===== src/rtl/duo_pulse_pkg.sv =====
package duo_pulse_pkg;

    localparam int NUM_CH  = 2;
    localparam int CH_BITS = 8;
    localparam int CTRL_W  = NUM_CH * CH_BITS;

    // register byte offsets
    localparam logic [7:0] OFS_CTRL  = 8'h00;
    localparam logic [7:0] OFS_STAT  = 8'h04;
    localparam logic [7:0] OFS_DMA   = 8'h08;
    localparam logic [7:0] OFS_RNG_A = 8'h10;
    localparam logic [7:0] OFS_DAT_A = 8'h14;
    localparam logic [7:0] OFS_FIFO  = 8'h18;
    localparam logic [7:0] OFS_RNG_B = 8'h20;
    localparam logic [7:0] OFS_DAT_B = 8'h24;

    // fifo-clear action bit of each byte is never stored
    localparam logic [CTRL_W-1:0] CTRL_KEEP = 16'hBFBF;

    // one control byte, most significant field first
    typedef struct packed {
        logic blk;    // +7 block style
        logic clr;    // +6 fifo clear (action, not stored)
        logic fifo;   // +5 fifo select
        logic inv;    // +4 invert
        logic idle;   // +3 idle level
        logic rpt;    // +2 repeat
        logic ser;    // +1 serializer select
        logic run;    // +0 run
    } chan_cfg_t;

endpackage


===== src/rtl/dp_regs.sv =====
module dp_regs
    import duo_pulse_pkg::*;
#(
    parameter int CNT_W = 32
) (
    input  logic                           clk,
    input  logic                           rst_n,
    input  logic                           we,
    input  logic [7:0]                     addr,
    input  logic [31:0]                    wdata,
    output logic [31:0]                    rdata,
    output logic [CTRL_W-1:0]              ctrl,
    output logic [NUM_CH-1:0][CNT_W-1:0]   rng,
    output logic [NUM_CH-1:0][CNT_W-1:0]   dat
);

    typedef struct packed {
        logic [CTRL_W-1:0]            ctrl;
        logic [NUM_CH-1:0][CNT_W-1:0] rng;
        logic [NUM_CH-1:0][CNT_W-1:0] dat;
    } regs_t;

    regs_t r_d, r_q;

    function automatic logic is_stored(input logic [7:0] a);
        return (a == OFS_CTRL) || (a == OFS_RNG_A) || (a == OFS_DAT_A) ||
               (a == OFS_RNG_B) || (a == OFS_DAT_B);
    endfunction

    always_comb begin
        r_d = r_q;
        if (we) begin
            case (addr)
                OFS_CTRL:  r_d.ctrl   = wdata[CTRL_W-1:0] & CTRL_KEEP;
                OFS_RNG_A: r_d.rng[0] = wdata[CNT_W-1:0];
                OFS_DAT_A: r_d.dat[0] = wdata[CNT_W-1:0];
                OFS_RNG_B: r_d.rng[1] = wdata[CNT_W-1:0];
                OFS_DAT_B: r_d.dat[1] = wdata[CNT_W-1:0];
                default: ;
            endcase
        end
    end

    always_ff @(posedge clk) begin
        if (!rst_n) r_q <= '0;
        else        r_q <= r_d;
    end

    always_comb begin
        case (addr)
            OFS_CTRL:  rdata = 32'(r_q.ctrl);
            OFS_RNG_A: rdata = 32'(r_q.rng[0]);
            OFS_DAT_A: rdata = 32'(r_q.dat[0]);
            OFS_RNG_B: rdata = 32'(r_q.rng[1]);
            OFS_DAT_B: rdata = 32'(r_q.dat[1]);
            default:   rdata = '0;   // status, dma, fifo, unassigned
        endcase
    end

    assign ctrl = r_q.ctrl;
    assign rng  = r_q.rng;
    assign dat  = r_q.dat;

    // a control write stores the written bits minus the action bits
    p_ctrl_store_r2: assert property (@(posedge clk) disable iff (!rst_n)
        (we && addr == OFS_CTRL) |=> (r_q.ctrl == ($past(wdata[CTRL_W-1:0]) & CTRL_KEEP)));

    // writes to non-stored offsets leave every register untouched
    p_dead_write_r3: assert property (@(posedge clk) disable iff (!rst_n)
        (we && !is_stored(addr)) |=> $stable(r_q));

endmodule


===== src/rtl/dp_chan.sv =====
module dp_chan
    import duo_pulse_pkg::*;
#(
    parameter int CNT_W = 32
) (
    input  logic              clk,
    input  logic              rst_n,
    input  logic              tick_i,
    input  chan_cfg_t         cfg_i,
    input  logic [CNT_W-1:0]  rng_i,
    input  logic [CNT_W-1:0]  dat_i,
    output logic              pin_o
);

    localparam int SUM_W = CNT_W + 1;

    typedef struct packed {
        logic [CNT_W-1:0] cnt;   // position within the period
        logic [CNT_W-1:0] acc;   // running sum for spread style
        logic [CNT_W-1:0] rng;   // latched period length
        logic [CNT_W-1:0] dat;   // latched high count
        logic             hi;    // raw level for the current position
    } chan_st_t;

    chan_st_t s_d, s_q;

    logic             run;
    logic             full;
    logic             wrap;
    logic [SUM_W-1:0] sum;

    assign run = cfg_i.run & ~cfg_i.ser;

    always_comb begin
        s_d  = s_q;
        sum  = {1'b0, s_q.acc} + {1'b0, s_q.dat};
        full = (s_q.dat >= s_q.rng);
        wrap = ({1'b0, s_q.cnt} + SUM_W'(1)) >= {1'b0, s_q.rng};

        if (!run) begin
            // idle: park at position 0 and follow the registers
            s_d.cnt = '0;
            s_d.acc = '0;
            s_d.rng = rng_i;
            s_d.dat = dat_i;
            s_d.hi  = 1'b0;
        end else if (tick_i) begin
            if (full) begin
                s_d.hi = 1'b1;
            end else if (cfg_i.blk) begin
                s_d.hi = (s_q.cnt < s_q.dat);
            end else if (sum >= {1'b0, s_q.rng}) begin
                s_d.hi  = 1'b1;
                s_d.acc = CNT_W'(sum - {1'b0, s_q.rng});
            end else begin
                s_d.hi  = 1'b0;
                s_d.acc = CNT_W'(sum);
            end

            if (wrap) begin
                s_d.cnt = '0;
                s_d.acc = '0;
                s_d.rng = rng_i;
                s_d.dat = dat_i;
            end else begin
                s_d.cnt = s_q.cnt + CNT_W'(1);
            end
        end
    end

    always_ff @(posedge clk) begin
        if (!rst_n) s_q <= '0;
        else        s_q <= s_d;
    end

    assign pin_o = run ? (s_q.hi ^ cfg_i.inv) : cfg_i.idle;

    // the position never leaves the latched period
    p_cnt_bound_r9: assert property (@(posedge clk) disable iff (!rst_n)
        (run && s_q.rng != '0) |-> (s_q.cnt < s_q.rng));

    // without a step the raw level holds
    p_hold_r10: assert property (@(posedge clk) disable iff (!rst_n)
        (run && $past(run) && !$past(tick_i)) |-> $stable(s_q.hi));

    // data at or above range gives a high step
    p_full_r6: assert property (@(posedge clk) disable iff (!rst_n)
        (run && tick_i && s_q.dat >= s_q.rng) |=> s_q.hi);

    // zero data gives a low step
    p_zero_r6: assert property (@(posedge clk) disable iff (!rst_n)
        (run && tick_i && s_q.dat == '0 && s_q.rng != '0) |=> !s_q.hi);

    // an idle channel restarts from a low raw level
    p_idle_clear_r8: assert property (@(posedge clk) disable iff (!rst_n)
        !run |=> !s_q.hi);

endmodule


===== src/rtl/duo_pulse_gen.sv =====
module duo_pulse_gen
    import duo_pulse_pkg::*;
#(
    parameter int CNT_W = 32
) (
    input  logic        clk,
    input  logic        rst_n,
    input  logic        tick_i,
    input  logic        bus_we,
    input  logic [7:0]  bus_addr,
    input  logic [31:0] bus_wdata,
    output logic [31:0] bus_rdata,
    output logic [1:0]  pwm_o
);

    logic [CTRL_W-1:0]            ctrl;
    logic [NUM_CH-1:0][CNT_W-1:0] rng;
    logic [NUM_CH-1:0][CNT_W-1:0] dat;

    dp_regs #(.CNT_W(CNT_W)) u_regs (
        .clk   (clk),
        .rst_n (rst_n),
        .we    (bus_we),
        .addr  (bus_addr),
        .wdata (bus_wdata),
        .rdata (bus_rdata),
        .ctrl  (ctrl),
        .rng   (rng),
        .dat   (dat)
    );

    for (genvar c = 0; c < NUM_CH; c++) begin : g_ch
        dp_chan #(.CNT_W(CNT_W)) u_chan (
            .clk    (clk),
            .rst_n  (rst_n),
            .tick_i (tick_i),
            .cfg_i  (chan_cfg_t'(ctrl[c*CH_BITS +: CH_BITS])),
            .rng_i  (rng[c]),
            .dat_i  (dat[c]),
            .pin_o  (pwm_o[c])
        );
    end

endmodule


===== config.mk =====
export PLATFORM = sky130hd
export DESIGN_NAME = duo_pulse_gen
export DESIGN_NICKNAME = d
export VERILOG_FILES = /design/src/rtl/duo_pulse_pkg.sv /design/src/rtl/dp_regs.sv /design/src/rtl/dp_chan.sv /design/src/rtl/duo_pulse_gen.sv
export SDC_FILE = /design/constraint.sdc
export NUM_CORES = 2
export LEC_CHECK = 0
export BUFFER_PORTS_ARGS = -buffer_cell sky130_fd_sc_hd__buf_2
export CORE_MARGIN = 2
export CORE_UTILIZATION = 40
export DETAILED_ROUTE_END_ITERATION = 16
export PLACE_DENSITY_LB_ADDON = 0.1
export SLEW_MARGIN = 5
export SYNTH_ARGS = -nofsm -noshare
export SYNTH_HDL_FRONTEND = slang
export SYNTH_SLANG_ARGS = --single-unit

===== constraint.sdc =====
create_clock -name clk -period 5.4 [get_ports clk]
set_input_delay 0.54 -clock clk [delete_from_list [all_inputs] [get_ports clk]]
set_output_delay 0.54 -clock clk [all_outputs]
set_load 0.02 [all_outputs]

==> results by group <==
Status
  – Status: completed

Synthesis
  – Area share of the largest cell type after synthesis: between 20% and 30%
  – Post-Syn Area: 28000 um^2
  – Synth cell count leaders: 750 x nand2_1, 400 x dfxtp_1, 320 x ha_1
  – Seq/Total Area, Yosys: 28.6%
  – Syn Inst Count: 3589
  – Post-synth top flop: dfxtp_1
  – Synth Warn #: 0
  – Synth area leader: dfxtp_1
  – Distinct cells, synth: a little under 80
  – Number of synthesized register bits: 400
  – Most common cell in the netlist: nand2_1
  – Synth top area cells: dfxtp_1 29%, ha_1 14%, nand2_1 10%
  – Net Count, Synth: 3957
  – Number of synthesized flops with an enable pin: 0
  – Average size of a mapped cell: 7.80 um^2
  – Async set-reset flop share out of synthesis: 0%

STA
  – Final Max Tran Viols: 0
  – RSZ-0062 raised after global routing: yes
  – Hold slack: just over 0.2 ns
  – Achievable clock frequency: 0.194 GHz
  – Clock Skew: between 0.02 and 0.03 ns
  – Max_slew headroom: 34.3%
  – Final Hold Fails: 0
  – Final period util: 95.4%
  – Fin crit period: 5.15 ns
  – Final setup viols: 0
  – Worst Max-Slew Pin Slew: 0.986 ns

Clocking
  – CTS Hold Bufs: 0
  – Max Root-Sink Buffers: 3
  – Clock sink count: 400
  – TritonCTS clock tree: yes
  – H-tree lvl count: 2
  – Root Driver: clkbuf_16
  – Worst-path clk slew: 0.06 ns
  – Clk_lat worst skew: 0.62 ns
  – TritonCTS buffer count: 49

Pwr
  – Leak pwr: about 13 nW
  – Worst VDD drop: 268 uV
  – Pwr dens: 209 nW/um^2
  – Final Power: 6.63 mW

Worst hold path
  – WHS Path Cells: 3
  – Hold path startpoint: bus_wdata[16]
  – Min-delay worst type: input pin to flop

Drt
  – WL final: 98700 um
  – Total number of vias: 25900
  – WL/cell: roughly 21 um
  – DR iter-0 viols: 2372
  – Drt first pass iters: 6
  – Vias/cell: 5.58
  – Post-route ant nets: 0
  – Drc violations: 0

Global routing
  – GRT Total Usage: 27.3%
  – Initial antenna violation count: 0
  – Overflow after GRT: 0
  – First-pass GRT wire length: between 150000 and 200000 um
  – Largest net degree at the start of global routing: 228
  – Vias in the first global route: 24400

Die
  – Core ar.: 68900 um^2
  – I/O pins: 78
  – Initial core utilization: 40.6%
  – DIE AREA: 72100 um^2
  – Vert. Die Dim: 269 um
  – Std cell rows: 96
  – Die W: 269 um

Layout
  – Util after Layout: 45.9%
  – N_diodes: 0
  – Area Overhead vs Synth: 13.1%
  – Nets: approximately 4000
  – Fill count: approximately 7100
  – Multi-input gate area: 18700 um^2
  – Non-filler cells in the finished layout: between 4000 and 5000
  – Fraction of layout cells with a size suffix above 1: 9.07%
  – Reg area: 8010 um^2

Job
  – Max Cap Violations: 0

Setup path
  – Crit path max fanout: 29
  – Critical Path Start Type: flop
  – Worst Setup SP: g_ch[1].u_chan.s_q[1]$_SDFFE_PN0P_
  – Worst Path Arrival: 5.61 ns
  – Critical path type: flop to flop
  – Worst Setup End Kind: flop
  – R2r startpoint: g_ch[1].u_chan.s_q[1]$_SDFFE_PN0P_
  – Reg2reg path depth: 21
  – Worst EP required: 5.86 ns

Placement
  – Number of port buffers: 77
  – Cells after DPL: 4539
  – Dpl hpwl: 75900 um
  – RD Place Congestion: 0.948
[kinds of logic after synthesis]
group | synth area share (%)
buffers and inverters | 4.98
xor gates and xnor gates | 5.44
AOI/OAI and AO/OA | 25.0
and+or+nand+nor | 20.7
adders and majority gates | 14.6
DFF | 28.6
muxes | 0.720
[critical path, stage by stage, from the launching register on]
cell      delay, ns
dfxtp_1        0.34
ha_1           0.20
inv_1          0.07
fa_1           0.40
nand2b_1       0.19
a21o_1         0.18
a21oi_1        0.23
a221o_1        0.32
a31oi_1        0.14
buf_4          0.17
o21bai_1       0.21
xor2_2         0.24
ha_1           0.34
and3_1         0.25
and2_1         0.17
and3_1         0.21
a31oi_1        0.17
nand3_1        0.14
a211oi_4       0.38
buf_8          0.27
mux2i_1        0.26
o21ai_0        0.11
[cell type report]
| cell class | instances | share of cell area [%] |
|---|---|---|
| well taps | 931 | 3.68 |
| repair buffers | 199 | 4.45 |
| flip-flops and latches | 400 | 25.3 |
| multi-input cells | 2845 | 59.2 |
| inverters | 170 | 2.02 |
| clock inverters | 25 | 1.03 |
| clock buffers | 67 | 4.34 |
[path summary, 6_finish.rpt]
path                                    endpoint  slack, ns
max          g_ch[1].u_chan.s_q[81]$_SDFFE_PN0P_       0.25
min                  u_regs.rng[48]$_SDFFE_PN0P_       0.21
min reg2reg  g_ch[0].u_chan.s_q[37]$_SDFFE_PN0P_       0.45
max reg2reg  g_ch[1].u_chan.s_q[81]$_SDFFE_PN0P_       0.25
[flip-flops by register name, summed over array words and instances, names as in the netlist]
| name | cells |
|---|---|
| g_ch.u_chan.s_q | 258 |
| u_regs.dat | 64 |
| u_regs.rng | 64 |
| u_regs.ctrl | 14 |
[cells in the final DEF, fill, tap and decap left out, drive strengths merged, types with 61 or more instances in the layout]
| cell type | netlist | routed |
|---|---|---|
| a21boi | 278 | 278 |
| a21o | 85 | 85 |
| a21oi | 253 | 253 |
| buf | 38 | 199 |
| clkbuf | 136 | 67 |
| dfxtp | 400 | 400 |
| ha | 320 | 320 |
| inv | 170 | 172 |
| nand2 | 750 | 750 |
| nand2b | 63 | 63 |
| nand3 | 93 | 93 |
| nor2 | 142 | 142 |
| o21ai | 150 | 150 |
| xnor2 | 113 | 113 |
| xor2 | 61 | 61 |
[power by group]
part	switching, mW	internal, mW	total, mW
registers	0.00216	2.95	2.95
logic	0.107	0.0740	0.181
clock network	1.45	2.04	3.50
total	1.56	5.07	6.63
[what timing repair did]
action,CTS,global route
gates resized for setup,1,21
endpoints found under the setup margin,1,65
buffers inserted,0,6
pin swaps,0,6
[routing by layer]
layer | global-route usage (%) | share of wire (%)
met3 | 3.21 | 5.9
met5 | 0 | 0
met4 | 5.53 | 1.8
met1 | 41.1 | 50
met2 | 41.4 | 42
[metrics by stage]
| stage | area [um^2] | worst slack (ns) | setup TNS (ns) |
|---|---|---|---|
| final | 31700 | 0.249 | 0 |
| after global routing | 31700 | -0.000360 | -0.000360 |
| after CTS | 31500 | 0.0378 | 0 |
| after detailed placement | 29800 | 0.0482 | 0 |
| after global placement | 29800 | 0.0817 | 0 |
| after floorplan | 28000 | 0.728 | 0 |
No activity file was read; power rests on OpenSTA's default activity.
